$ cat src/rtl/flow_disp_pkg.sv
package flow_disp_pkg;

    // widest key: six bytes of 255 each
    localparam int KEY_MAX = 6 * 255;
    localparam int KEY_W   = $clog2(KEY_MAX + 1);

    typedef enum logic [1:0] {
        PICK_NONE = 2'd0,
        PICK_S0   = 2'd1,
        PICK_S1   = 2'd2
    } pick_e;

endpackage

$ cat src/rtl/flow_key_sum.sv
module flow_key_sum
    import flow_disp_pkg::*;
(
    input  logic [31:0]      addr,
    input  logic [15:0]      port,
    output logic [KEY_W-1:0] key
);
    localparam int NB = 6;

    logic [8*NB-1:0]  bytes_w;
    logic [KEY_W-1:0] part [0:NB];

    assign bytes_w = {port, addr};
    assign part[0] = '0;

    for (genvar i = 0; i < NB; i++) begin : g_acc
        assign part[i+1] = part[i] + KEY_W'(bytes_w[8*i +: 8]);
    end

    assign key = part[NB];
endmodule

$ cat src/rtl/flow_mod_seq.sv
module flow_mod_seq
    import flow_disp_pkg::*;
#(
    parameter int DIV_W = 4,
    parameter int CH_W  = 3
) (
    input  logic             clk,
    input  logic             rst_n,
    input  logic             start,
    input  logic [KEY_W-1:0] key,
    input  logic [DIV_W-1:0] div,
    output logic             busy,
    output logic             done,
    output logic [CH_W-1:0]  rem
);
    localparam int STEP_W = $clog2(KEY_W);
    localparam int TW     = KEY_W + DIV_W;

    typedef struct packed {
        logic              run;
        logic              done;
        logic [STEP_W-1:0] step;
        logic [KEY_W-1:0]  rem;
        logic [DIV_W-1:0]  div;
    } st_t;

    st_t st_d, st_q;
    logic [TW-1:0] trial;

    always_comb begin
        st_d      = st_q;
        st_d.done = 1'b0;
        trial     = TW'(st_q.div) << st_q.step;
        if (start && !st_q.run) begin
            st_d.run  = 1'b1;
            st_d.step = STEP_W'(KEY_W - 1);
            st_d.rem  = key;
            st_d.div  = div;
        end else if (st_q.run) begin
            if (TW'(st_q.rem) >= trial) begin
                st_d.rem = st_q.rem - KEY_W'(trial);
            end
            if (st_q.step == '0) begin
                st_d.run  = 1'b0;
                st_d.done = 1'b1;
            end else begin
                st_d.step = st_q.step - 1'b1;
            end
        end
    end

    always_ff @(posedge clk or negedge rst_n) begin
        if (!rst_n) st_q <= '0;
        else        st_q <= st_d;
    end

    assign busy = st_q.run;
    assign done = st_q.done;
    assign rem  = CH_W'(st_q.rem);


    rem_in_range_chk: assert property (@(posedge clk) disable iff (!rst_n)
        st_q.done |-> (st_q.rem < KEY_W'(st_q.div)));


    div_nonzero_chk: assert property (@(posedge clk) disable iff (!rst_n)
        (start && !st_q.run) |-> (div != '0));


    done_pulse_chk: assert property (@(posedge clk) disable iff (!rst_n)
        st_q.done |=> !st_q.done);
endmodule

$ cat src/rtl/flow_slot_pick.sv
module flow_slot_pick
    import flow_disp_pkg::*;
#(
    parameter int MAX_CH = 8,
    parameter int CH_W   = 3
) (
    input  logic [CH_W-1:0]     ch,
    input  logic [2*MAX_CH-1:0] slot_full,
    output pick_e               pick
);
    logic s0_full, s1_full;

    assign s0_full = slot_full[{ch, 1'b0}];
    assign s1_full = slot_full[{ch, 1'b1}];

    always_comb begin
        if (!s0_full)      pick = PICK_S0;
        else if (!s1_full) pick = PICK_S1;
        else               pick = PICK_NONE;
    end
endmodule

$ cat src/rtl/flow_counters.sv
module flow_counters #(
    parameter int CNT_W = 32
) (
    input  logic             clk,
    input  logic             rst_n,
    input  logic             clr,
    input  logic             inc_rx,
    input  logic             inc_bc,
    input  logic             inc_full,
    output logic [CNT_W-1:0] cnt_rx,
    output logic [CNT_W-1:0] cnt_bc,
    output logic [CNT_W-1:0] cnt_full
);
    typedef struct packed {
        logic [CNT_W-1:0] rx;
        logic [CNT_W-1:0] bc;
        logic [CNT_W-1:0] full;
    } cnt_t;

    cnt_t c_d, c_q;

    always_comb begin
        c_d = c_q;
        if (clr) begin
            c_d = '0;
        end else begin
            if (inc_rx)   c_d.rx   = c_q.rx + 1'b1;
            if (inc_bc)   c_d.bc   = c_q.bc + 1'b1;
            if (inc_full) c_d.full = c_q.full + 1'b1;
        end
    end

    always_ff @(posedge clk or negedge rst_n) begin
        if (!rst_n) c_q <= '0;
        else        c_q <= c_d;
    end

    assign cnt_rx   = c_q.rx;
    assign cnt_bc   = c_q.bc;
    assign cnt_full = c_q.full;


    clear_zeroes_chk: assert property (@(posedge clk) disable iff (!rst_n)
        clr |=> (c_q.rx == '0 && c_q.bc == '0 && c_q.full == '0));


    full_hold_chk: assert property (@(posedge clk) disable iff (!rst_n)
        (!clr && !inc_full) |=> $stable(c_q.full));
endmodule

$ cat src/rtl/flow_dispatch.sv
module flow_dispatch
    import flow_disp_pkg::*;
#(
    parameter int MAX_CH = 8,
    parameter int CNT_W  = 32,
    localparam int CH_W  = (MAX_CH > 1) ? $clog2(MAX_CH) : 1,
    localparam int NUM_W = $clog2(MAX_CH + 1)
) (
    input  logic                clk,
    input  logic                rst_n,
    input  logic                cnt_clr,
    input  logic [NUM_W-1:0]    num_ch,
    input  logic                frm_start,
    input  logic [31:0]         rem_addr,
    input  logic [15:0]         rem_port,
    input  logic                is_bcast,
    input  logic [2*MAX_CH-1:0] slot_full,
    output logic                busy,
    output logic                res_valid,
    output logic                wr_en,
    output logic                drop,
    output logic [CH_W-1:0]     ch_idx,
    output logic                slot_idx,
    output logic [CNT_W-1:0]    cnt_rx,
    output logic [CNT_W-1:0]    cnt_bcast,
    output logic [CNT_W-1:0]    cnt_full
);
    typedef struct packed {
        logic            valid;
        logic            wr;
        logic            drop;
        logic [CH_W-1:0] ch;
        logic            slot;
    } res_t;

    res_t r_d, r_q;

    logic [KEY_W-1:0] key;
    logic [NUM_W-1:0] n_eff;
    logic             mod_busy, mod_done, accept;
    logic [CH_W-1:0]  rem;
    pick_e            pick;

    assign accept = frm_start && !mod_busy;

    always_comb begin
        if (num_ch == '0)                     n_eff = NUM_W'(1);
        else if (num_ch > NUM_W'(MAX_CH))     n_eff = NUM_W'(MAX_CH);
        else                                  n_eff = num_ch;
    end

    flow_key_sum u_key (
        .addr (rem_addr),
        .port (rem_port),
        .key  (key)
    );

    flow_mod_seq #(.DIV_W(NUM_W), .CH_W(CH_W)) u_mod (
        .clk   (clk),
        .rst_n (rst_n),
        .start (accept),
        .key   (key),
        .div   (n_eff),
        .busy  (mod_busy),
        .done  (mod_done),
        .rem   (rem)
    );

    flow_slot_pick #(.MAX_CH(MAX_CH), .CH_W(CH_W)) u_pick (
        .ch        (rem),
        .slot_full (slot_full),
        .pick      (pick)
    );

    flow_counters #(.CNT_W(CNT_W)) u_cnt (
        .clk      (clk),
        .rst_n    (rst_n),
        .clr      (cnt_clr),
        .inc_rx   (accept),
        .inc_bc   (accept && is_bcast),
        .inc_full (mod_done && pick == PICK_NONE),
        .cnt_rx   (cnt_rx),
        .cnt_bc   (cnt_bcast),
        .cnt_full (cnt_full)
    );

    always_comb begin
        r_d       = r_q;
        r_d.valid = mod_done;
        r_d.wr    = mod_done && (pick != PICK_NONE);
        r_d.drop  = mod_done && (pick == PICK_NONE);
        if (mod_done) begin
            r_d.ch   = rem;
            r_d.slot = (pick == PICK_S1);
        end
    end

    always_ff @(posedge clk or negedge rst_n) begin
        if (!rst_n) r_q <= '0;
        else        r_q <= r_d;
    end

    assign busy      = mod_busy;
    assign res_valid = r_q.valid;
    assign wr_en     = r_q.wr;
    assign drop      = r_q.drop;
    assign ch_idx    = r_q.ch;
    assign slot_idx  = r_q.slot;


    outcome_excl_chk: assert property (@(posedge clk) disable iff (!rst_n)
        res_valid |-> (wr_en ^ drop));


    no_stray_out_chk: assert property (@(posedge clk) disable iff (!rst_n)
        !res_valid |-> (!wr_en && !drop));


    valid_pulse_chk: assert property (@(posedge clk) disable iff (!rst_n)
        res_valid |=> !res_valid);


    busy_ignore_chk: assert property (@(posedge clk) disable iff (!rst_n)
        (frm_start && mod_busy && !cnt_clr) |=> $stable(cnt_rx));
endmodule

$ cat config.mk
export PLATFORM = sky130hd
export DESIGN_NAME = flow_dispatch
export DESIGN_NICKNAME = d
export VERILOG_FILES = /design/src/rtl/flow_disp_pkg.sv /design/src/rtl/flow_key_sum.sv /design/src/rtl/flow_mod_seq.sv /design/src/rtl/flow_slot_pick.sv /design/src/rtl/flow_counters.sv /design/src/rtl/flow_dispatch.sv
export SDC_FILE = /design/constraint.sdc
export NUM_CORES = 1
export LEC_CHECK = 0
export CAP_MARGIN = 20
export CORE_ASPECT_RATIO = 0.7
export CORE_UTILIZATION = 25
export DETAILED_ROUTE_END_ITERATION = 8
export GPL_TIMING_DRIVEN = 0
export PLACE_DENSITY_LB_ADDON = 0.25
export SYNTH_ARGS = -nofsm -noshare
export SYNTH_HDL_FRONTEND = slang
export SYNTH_SLANG_ARGS = --single-unit
$ cat constraint.sdc
create_clock -name clk -period 9.2 [get_ports clk]
set_input_delay 0.92 -clock clk [delete_from_list [all_inputs] [get_ports clk]]
set_output_delay 0.92 -clock clk [all_outputs]
set_load 0.005 [all_outputs]
==> flow_metrics.tcl <==
set metrics [dict create \
    endpoint "u_mod.st_q[13]" \
    vias 6984 \
    min_path_type "reg -> reg" \
    rsz0062_at_grt "no" \
    endpoint_kind "register" \
    ys_types 61 \
    drt-initial-drc-count 386 \
    ff2ff_setup_slack_ns 5.36 \
    antenna_cells 0 \
    clock_skew_ns 0.0128 \
    dp_hpwl_mm 17.1 \
    synth_area_um2 8170 \
    clk-insertion-delay-late_ns 0.42 \
    synth_most_common_cell "dfrtp_1" \
    critical-path-top-delay-family "adder cells" \
    syn_avg_cell_area_um2 9.07 \
    worstMarginPinSlew_ns 0.875 \
    ctsLongestPathBuffers 2 \
    startpoint "rem_addr[17]" \
    holdBufCountCts 0 \
    grt_pass1_vias 6850 \
    cp_num_buf_inv 4 \
    viasPerCell 4.57 \
    setup_tns_ns 0 \
    max-cap-violations 0 \
    finalSetupViolCount 0 \
    ctsResizeCount 0 \
    slowest_stage "fa_1" \
    wl_met1_mm 11.9 \
    fin_nets 1232 \
    gp_congestion 0.853 \
    setup_ws_ns 4.70 \
    cpMostUsedCell "fa_1" \
    numPortBuffers 174 \
    synth_edf_count 0 \
    synthTopCellsByArea "dfrtp_1, fa_1, xnor2_1, ha_1, nor2_1" \
    crit_chain "clkdlybuf4s50_1 > inv_1 > fa_1 > fa_1 > fa_1 > inv_1 > ha_1 > inv_1 > fa_1 > nand2b_1 > a21oi_1 > nor2_1 > o21bai_1 > xnor2_1 > a221o_1" \
    fillers 3253 \
    fin_crit_sh 0.489 \
    firstDrtPassIters 5 \
    htree_levels 4 \
    hold_violations 0 \
    power.leakage_nw 4.65 \
    required_ns 9.51 \
    drc_errors 0 \
    vdd.ir_drop.worst_mv 0.104 \
    ant_nets 0 \
    die_w_um 218 \
    dieHeight_um 153 \
    max_stage_delay_ns 0.56 \
    grt_pass1_wl_mm 37.6 \
    start_kind "primary input" \
    numCtsBuffers 17 \
    cts_tree "done" \
    grt_overflow_total 0 \
    synth_common_cells "dfrtp_1, nor2_1, inv_1" \
    pwr_density_cell_nw_per_um2 220 \
    cp.depth 15 \
    yosys_warnings 0 \
    syn2layout_area_growth_pct 35.9 \
    rr_worst_depth 12 \
    multi_input_area_um2 4590 \
    syn_nets 1037 \
    routedWlPerCell_um 14.7 \
    ys_ff_latch 124 \
    fp.coreArea_um2 31600 \
    relSlewSlack 0.416 \
    maxSlewViolCount 0 \
    crit_type "in -> reg" \
    syn_inst 901 \
    synth_seq_area_share 0.380 \
    clk_pin_slew_ns 0.06 \
    finalWirelength_mm 22.6 \
    num_rows 54 \
    synth_top_cell_by_area "dfrtp_1" \
    r2r_start "u_mod.st_q[16]" \
    top_layer "met4" \
    start_util 0.258 \
    synthArstFlopShare 1.00 \
    cts_setup_buffers 0 \
    ys.flop_type "dfrtp_1" \
    max_freq_mhz 222 \
    grt_antenna_before_repair 0 \
    root_buffer "clkbuf_16" \
    status "completed" \
    cts.sinks 124 \
    grt_usage 0.142 \
    die-area_um2 33400 \
    pin_count 177 \
    cp.arrival_ns 4.81 \
    met3_length_mm 1.20 \
    regArea_um2 3100 \
    netlist.area_leader.share 0.380 \
    drive_gt1_frac 0.0451 \
    fin_crit_ns 4.50 \
    cp_max_fo 3 \
    place_ws_ns 4.29 \
    grt_max_degree 92 \
    reg2reg_to "u_mod.rem[0]" \
    routed-wl-met2_mm 9.30 \
]
==> worst register-to-register path, stage by stage, from the launching register on <==
cell and delay (ns):
dfrtp_1 0.45, clkbuf_1 0.37, nand2_1 0.10, o21ai_0 0.30, nor2_1 0.08, a211o_1 0.29
ha_1 0.34, or3_1 0.40, a21oi_1 0.15, a21oi_1 0.09, o2111ai_1 0.75, nor2_1 0.11
a211o_1 0.30
==> routing by layer <==
layer | track usage | up-vias
li1 | - | 3468
met5 | 0 | -
met2 | 0.197 | 150
met4 | 0.0330 | 0
met3 | 0.0344 | 12
met1 | 0.217 | 3354
==> logic make-up after synthesis <==
group / Yosys count / share of synthesized area
xor+xnor: 98 / 0.105
mux: 15 / 0.0270
buf+inv: 124 / 0.0588
simple gates: 357 / 0.214
flops: 124 / 0.380
compound gates: 120 / 0.0954
fa+ha+maj: 63 / 0.120
==> how the worst min path moves through the flow <==
stage               startpoint         to  slack, ns  depth (start not counted)
finish              u_mod.done  res_valid       0.39                          0
floorplan           u_mod.done  res_valid       0.35                          0
global route             rst_n      wr_en       0.40                          1
detailed placement  u_mod.done  res_valid       0.37                          0
CTS                      rst_n      wr_en       0.39                          1
global placement    u_mod.done  res_valid       0.36                          0
==> flip-flops by register name, indices dropped and copies added (netlist names) <==
name and cells:
u_mod.done 1, u_cnt.cnt_full 32, u_cnt.cnt_rx 32, drop 1, u_mod.st_q 16, res_valid 1, u_mod.busy 1, slot_idx 1
u_cnt.cnt_bc 32, u_mod.rem 3, wr_en 1, ch_idx 3
==> report_power, final <==
| group | leakage (nW) | switching (mW) | internal (mW) |
|---|---|---|---|
| Sequential | 1.69 | 0.0620 | 0.607 |
| Combinational | 2.66 | 0.594 | 0.456 |
| Clock | 0.300 | 0.266 | 0.461 |
==> metrics by stage <==
step,cell area (um^2),cells,util,power [mW],hold slack (ns)
floorplan,8170,901,-,1.42,0.352
global placement,10400,1495,0.330,1.71,0.362
detailed placement,10500,1497,0.331,1.72,0.372
CTS,11100,1529,0.351,2.47,0.386
global route,11100,1529,0.351,2.64,0.398
finish,11100,1529,0.351,2.45,0.385
==> layout make-up <==
cell class | instances | share of cell area
clock inverter | 14 | 0.0175
clock buffer | 18 | 0.0396
buffer | 29 | 0.0112
timing repair buffer | 176 | 0.160
multi-input combinational | 653 | 0.413
inverter | 95 | 0.0321
tap | 420 | 0.0473
sequential | 124 | 0.279
==> layout by cell type (no fill, tap or decap), types with 30 or more instances in the layout <==
cell	count
a21oi_1	36
clkdlybuf4s50_1	173
dfrtp_1	124
ha_1	37
inv_1	95
nand2_1	63
nand3_1	33
nor2_1	117
nor3_1	30
xnor2_1	56
xor2_1	42
No activity file was read; power rests on OpenSTA's default activity.
